[src/rtl/fa_pkg.sv]
package fa_pkg;

   // Index of each fault source inside the five-bit latched vector.
   localparam int SRC_W   = 5;
   localparam int SRC_CAT = 4;

   typedef logic [SRC_W-1:0] src_vec_t;

   // Assemble the status byte from the latched sources and the channel-count flag.
   function automatic logic [7:0] pack_status(input src_vec_t bits, input logic single_ch);
      logic [7:0] b;
      b      = '0;
      b[7:3] = bits;
      b[2]   = single_ch;
      return b;
   endfunction

endpackage

[src/rtl/fa_oc_qual.sv]
module fa_oc_qual #(
   parameter int QUAL_CYC = 400,
   parameter int CNT_W    = $clog2(QUAL_CYC + 1)
) (
   input  logic clk,
   input  logic rst_n,
   input  logic raw,
   output logic qual
);
   localparam logic [CNT_W-1:0] LIM = CNT_W'(QUAL_CYC);

   logic [CNT_W-1:0] run_q;

   always_ff @(posedge clk) begin
      if (!rst_n) begin
         run_q <= '0;
      end else if (!raw) begin
         run_q <= '0;
      end else if (run_q != LIM) begin
         run_q <= run_q + 1'b1;
      end
   end

   // High only on an edge where the report has already lasted QUAL_CYC cycles.
   assign qual = raw && (run_q == LIM);
endmodule

[src/rtl/fa_status_latch.sv]
module fa_status_latch
   import fa_pkg::*;
(
   input  logic     clk,
   input  logic     rst_n,
   input  src_vec_t evt_vec,
   input  logic     clr,
   output src_vec_t bits
);
   src_vec_t bits_q;
   logic     empty;

   assign empty = (bits_q == '0);

   always_ff @(posedge clk) begin
      if (!rst_n) begin
         bits_q <= '0;
      end else if (clr) begin
         bits_q <= '0;
      end else if (empty) begin
         bits_q <= evt_vec;
      end
   end

   assign bits = bits_q;
endmodule

[src/rtl/fa_alert_latch.sv]
module fa_alert_latch (
   input  logic clk,
   input  logic rst_n,
   input  logic set,
   input  logic ara_clr,
   input  logic ara_won,
   input  logic stat_clr,
   output logic asserted
);
   logic act_q;
   logic drop;

   assign drop = stat_clr || (ara_clr && ara_won);

   always_ff @(posedge clk) begin
      if (!rst_n) begin
         act_q <= 1'b0;
      end else if (drop) begin
         act_q <= 1'b0;
      end else if (set) begin
         act_q <= 1'b1;
      end
   end

   assign asserted = act_q;
endmodule

[src/rtl/fault_alert_ctrl.sv]
module fault_alert_ctrl
   import fa_pkg::*;
#(
   parameter int NUM_CH      = 2,
   parameter int OC_QUAL_CYC = 400
) (
   input  logic       clk,
   input  logic       rst_n,
   input  logic [3:0] sw_oc,
   input  logic       cat_flt,
   input  logic       irq_mask,
   input  logic       ara_done,
   input  logic       ara_won,
   input  logic       stat_read_done,
   output logic       alert_n,
   output logic       pending,
   output logic [7:0] status
);
   localparam int   NUM_SW = 4;
   localparam int   CNT_W  = $clog2(OC_QUAL_CYC + 1);
   localparam logic SINGLE = (NUM_CH == 1);

   if (NUM_CH != 1 && NUM_CH != 2) begin : g_bad_ch
      $error("fault_alert_ctrl: NUM_CH must be 1 or 2");
   end
   if (OC_QUAL_CYC < 1) begin : g_bad_qual
      $error("fault_alert_ctrl: OC_QUAL_CYC must be at least 1");
   end

   logic [NUM_SW-1:0] oc_qual;
   src_vec_t          src_vec;
   src_vec_t          evt_vec;
   src_vec_t          bits;
   logic              evt_any;
   logic              alert_act;

   // Switches 3 and 2 belong to socket A; 1 and 0 to socket B.
   for (genvar i = 0; i < NUM_SW; i++) begin : g_sw
      if (i >= 2 || NUM_CH == 2) begin : g_live
         fa_oc_qual #(.QUAL_CYC(OC_QUAL_CYC), .CNT_W(CNT_W)) u_qual (
            .clk  (clk),
            .rst_n(rst_n),
            .raw  (sw_oc[i]),
            .qual (oc_qual[i])
         );
      end else begin : g_absent
         assign oc_qual[i] = 1'b0;
      end
   end

   assign src_vec = {cat_flt, oc_qual};
   assign evt_vec = irq_mask ? '0 : src_vec;
   assign evt_any = |evt_vec;

   fa_status_latch u_stat (
      .clk    (clk),
      .rst_n  (rst_n),
      .evt_vec(evt_vec),
      .clr    (stat_read_done),
      .bits   (bits)
   );

   fa_alert_latch u_alert (
      .clk     (clk),
      .rst_n   (rst_n),
      .set     (evt_any),
      .ara_clr (ara_done),
      .ara_won (ara_won),
      .stat_clr(stat_read_done),
      .asserted(alert_act)
   );

   assign alert_n = ~alert_act;
   assign pending = |bits;
   assign status  = pack_status(bits, SINGLE);
endmodule

[config.mk]
export PLATFORM = sky130hd
export DESIGN_NAME = fault_alert_ctrl
export DESIGN_NICKNAME = d
export VERILOG_FILES = /design/src/rtl/fa_pkg.sv /design/src/rtl/fa_oc_qual.sv /design/src/rtl/fa_status_latch.sv /design/src/rtl/fa_alert_latch.sv /design/src/rtl/fault_alert_ctrl.sv
export SDC_FILE = /design/constraint.sdc
export NUM_CORES = 1
export LEC_CHECK = 0
export BUFFER_PORTS_ARGS = -buffer_cell sky130_fd_sc_hd__buf_2
export CAP_MARGIN = 25
export CORE_MARGIN = 3
export CORE_UTILIZATION = 50
export CTS_CLUSTER_DIAMETER = 40
export DETAILED_ROUTE_END_ITERATION = 12
export PLACE_DENSITY = 0.7
export SYNTH_ARGS = -nofsm -noshare
export SYNTH_HDL_FRONTEND = slang
export SYNTH_SLANG_ARGS = --single-unit
[constraint.sdc]
create_clock -name clk -period 3.7 [get_ports clk]
set_input_delay 0.74 -clock clk [delete_from_list [all_inputs] [get_ports clk]]
set_output_delay 0.74 -clock clk [all_outputs]
set_load 0.01 [all_outputs]
==> key figures <==
Logic synthesis
  • Synth top area share: 0.432
  • Yosys top cell by area: dfxtp_1
  • EDFF count, synth: 0
  • Most common cell in the synthesized netlist: dfxtp_1
  • Synth cell count leaders: 42 x dfxtp_1, 30 x nor2_1, 17 x a21oi_1, 15 x nand3_1, 15 x xor2_1
  • Area contributors post-synth: dfxtp_1 43%, xor2_1 6.7%, nor2_1 5.8%
  • Synth Register Bits: 42
  • Mapped Cells: 220
  • Post-synth cell types: 34
  • Asr flop ratio synth: 0
  • Ys Warns: 0
  • Post-Syn Area: a little under 0.002 sq mm
  • Register area share after synthesis: 0.432
  • Prevailing post-synth register cell: dfxtp_1
  • Mapped Avg Cell Area: 8.86 sq um

Die
  • Initial cell density of the core: 0.524
  • Die X: 68.4 um
  • Io pins: 21
  • Die footprint: 0.00468 sq mm
  • Row cnt: 22
  • Die extent in y: 68.4 um
  • Core area: 0.00372 sq mm

Routing
  • Antenna violation net count after detailed routing: 0
  • DR WL/cell: 11.9 um
  • DRC: 0
  • Total number of vias: 1518
  • Drt pass-1 iters: 4
  • Initial DRC count: 36
  • Final wirelength: 3.47 mm
  • Vias per cell: 5.22

Pwr
  • Sequential share of power: 0.545
  • Switching pwr: 0.176 mW
  • Net Sw Frac: 0.207
  • Clock Power Share: 0.411
  • Int Power: a little under 0.7 mW
  • Combinational share of power: 0.044
  • Peak supply drop: about 0.30 mV
  • Power Dens Cells: roughly 390 mW/mm^2
  • Leakage: 0.815 nW

Global route
  • Largest net degree at the start of global routing: 13
  • Global Route Usage Sum: 0.164
  • Vias in the first global route: around 1300
  • GRT overflow: 0
  • Initial antenna violation count: 0
  • Global-route wire length before repair: around 5.8 mm

Layout
  • Layout cells sized above 1: 0.123
  • Fillers: 322
  • Net count, final: 261
  • # diodes: 0
  • Area delta synth->final: 11.9%
  • Final instance area: 0.00218 sq mm

Timing
  • Tcrit/Tclk final: 0.543
  • Post-layout min period: approximately 2 ns
  • Hold Violations, Final: 0
  • Max frequency: 498 MHz
  • Setup TNS: 0 ns
  • Max Slew Vio Count: 0
  • Final setup violating endpoints: 0
  • RSZ-0062 raised after global routing: false
  • Final setup skew: 0.00828 ns

Clock tree
  • CTS resizes: 0
  • Clk_lat worst skew: 0.28 ns
  • Post-CTS Setup Bufs: 0
  • CTS Hold Bufs: 0
  • TritonCTS Buffers: 5
  • H-tree levels: 2
  • Clock root cell: clkbuf_8
  • CTS tree: built
  • Clk sinks: 42
  • CTS clk-pin slew, worst paths: 0.08 ns
  • Clk buf depth: 2

Run status
  • Status: completed

Critical path
  • Worst EP required: 2.96 ns
  • Setup crit start kind: flip-flop
  • Critical path fanouts, max: 3
  • WS Path Type: reg2out
  • Worst path max stage delay: 0.35 ns
  • Worst Setup End Kind: primary output
  • Crit path DAT: 1.27 ns
  • CP cell instances: nor4_2, nand2b_1, buf_2
  • Worst path slowest cell: nor4_2

Job
  • Total of max-cap violations: 0

Placed design
  • Gp weighted congestion: 0.755
  • DPL Wire Length: 2.58 mm
  • Port-buffer cells: 17
  • Placement Cell Area: 0.00207 sq mm

Worst hold path
  • HP Class: reg2reg
-- cell type report --
class / count / area [sq um] / area share
Clock buffer: 7 / 76.3 / 0.0350
Clock inverter: 1 / 30.0 / 0.0138
Inverter: 12 / 45.0 / 0.0207
Multi-Input combinational cell: 164 / 1040 / 0.478
Sequential cell: 42 / 841 / 0.386
Tap cell: 48 / 60.1 / 0.0275
Timing Repair Buffer: 17 / 85.1 / 0.0390
-- power by group through the flow --
stage          clock network (mW)  registers (mW)  logic [mW]
2_1_floorplan                   0           0.472      0.0259
3_3_place_gp                    0           0.473      0.0375
3_5_place_dp                    0           0.473      0.0379
4_1_cts                     0.362           0.462      0.0382
5_1_grt                     0.377           0.463      0.0436
6_report                    0.349           0.462      0.0375
-- worst paths after layout --
check,start,end,cells past startpoint,slack (ns)
setup / recovery,u_stat.bits[2],pending,3,1.69
hold / removal,u_alert.asserted,u_alert.asserted,1,0.49
setup reg to reg,g_sw[3].g_live.u_qual.run_q[0],u_alert.asserted,6,2.00
hold reg to reg,u_alert.asserted,u_alert.asserted,1,0.49
-- routing by layer --
| layer | track usage | up-vias | wire length, um |
|---|---|---|---|
| met5 | 0 | - | 0 |
| met4 | 0.0471 | 0 | 13 |
| met3 | 0.0575 | 2 | 123 |
| met2 | 0.265 | 17 | 1670 |
| met1 | 0.205 | 698 | 1660 |
| li1 | - | 801 | - |
-- state kept, by name, summed over array words and instances (netlist names) --
register                  cells
g_sw.g_live.u_qual.run_q     36
u_stat.bits                   5
u_alert.asserted              1
-- critical path, delay by kind of cell, from the launching register on --
kind          cells  cell delay (ns)
buf+inv           1             0.16
simple gates      2             0.49
flops             1             0.34
-- per-stage QoR --
stage	setup slack, ns	power, mW	hold WS (ns)	util	instances
CTS	1.68	0.862	0.494	0.587	291
floorplan	2.14	0.498	0.454	-	222
global route	1.60	0.884	0.518	0.587	291
global placement	2.02	0.510	0.472	0.558	283
detailed placement	2.00	0.511	0.476	0.558	283
finish	1.69	0.849	0.492	0.587	291
-- cell usage in the layout (no fill, tap or decap) --
cell,netlist,routed
a21oi_1,17,17
a31oi_1,2,2
a41oi_1,1,1
and3_1,4,4
and4_1,2,2
and4bb_2,3,3
buf_2,0,17
bufinv_16,0,1
clkbuf_1,1,2
clkbuf_8,0,5
conb_1,1,3
dfxtp_1,42,42
ha_1,8,8
inv_1,12,12
mux2i_1,3,3
nand2_1,12,12
nand2b_1,6,6
nand3_1,15,15
nand3b_1,4,4
nand4_1,4,4
nand4b_1,1,1
nor2_1,30,30
nor2b_1,1,1
nor3_1,1,1
nor3b_1,1,1
nor4_2,2,2
nor4b_1,1,1
o21ai_0,9,9
o32ai_1,1,1
o41a_1,2,2
or2_4,1,1
or2b_1,1,1
or3_1,9,9
or4b_4,1,1
xnor2_1,4,4
xor2_1,15,15
-- cell families after synthesis --
family                   share of synthesized area
AO/OA/AOI/OAI                               0.0938
XOR/XNOR                                    0.0854
adder cells (fa/ha/maj)                     0.0514
buffers and inverters                       0.0366
flip-flops                                   0.432
multiplexers                                0.0154
other                                      0.00192
AND/OR/NAND/NOR                              0.284
(Power assumes the default switching activity.)
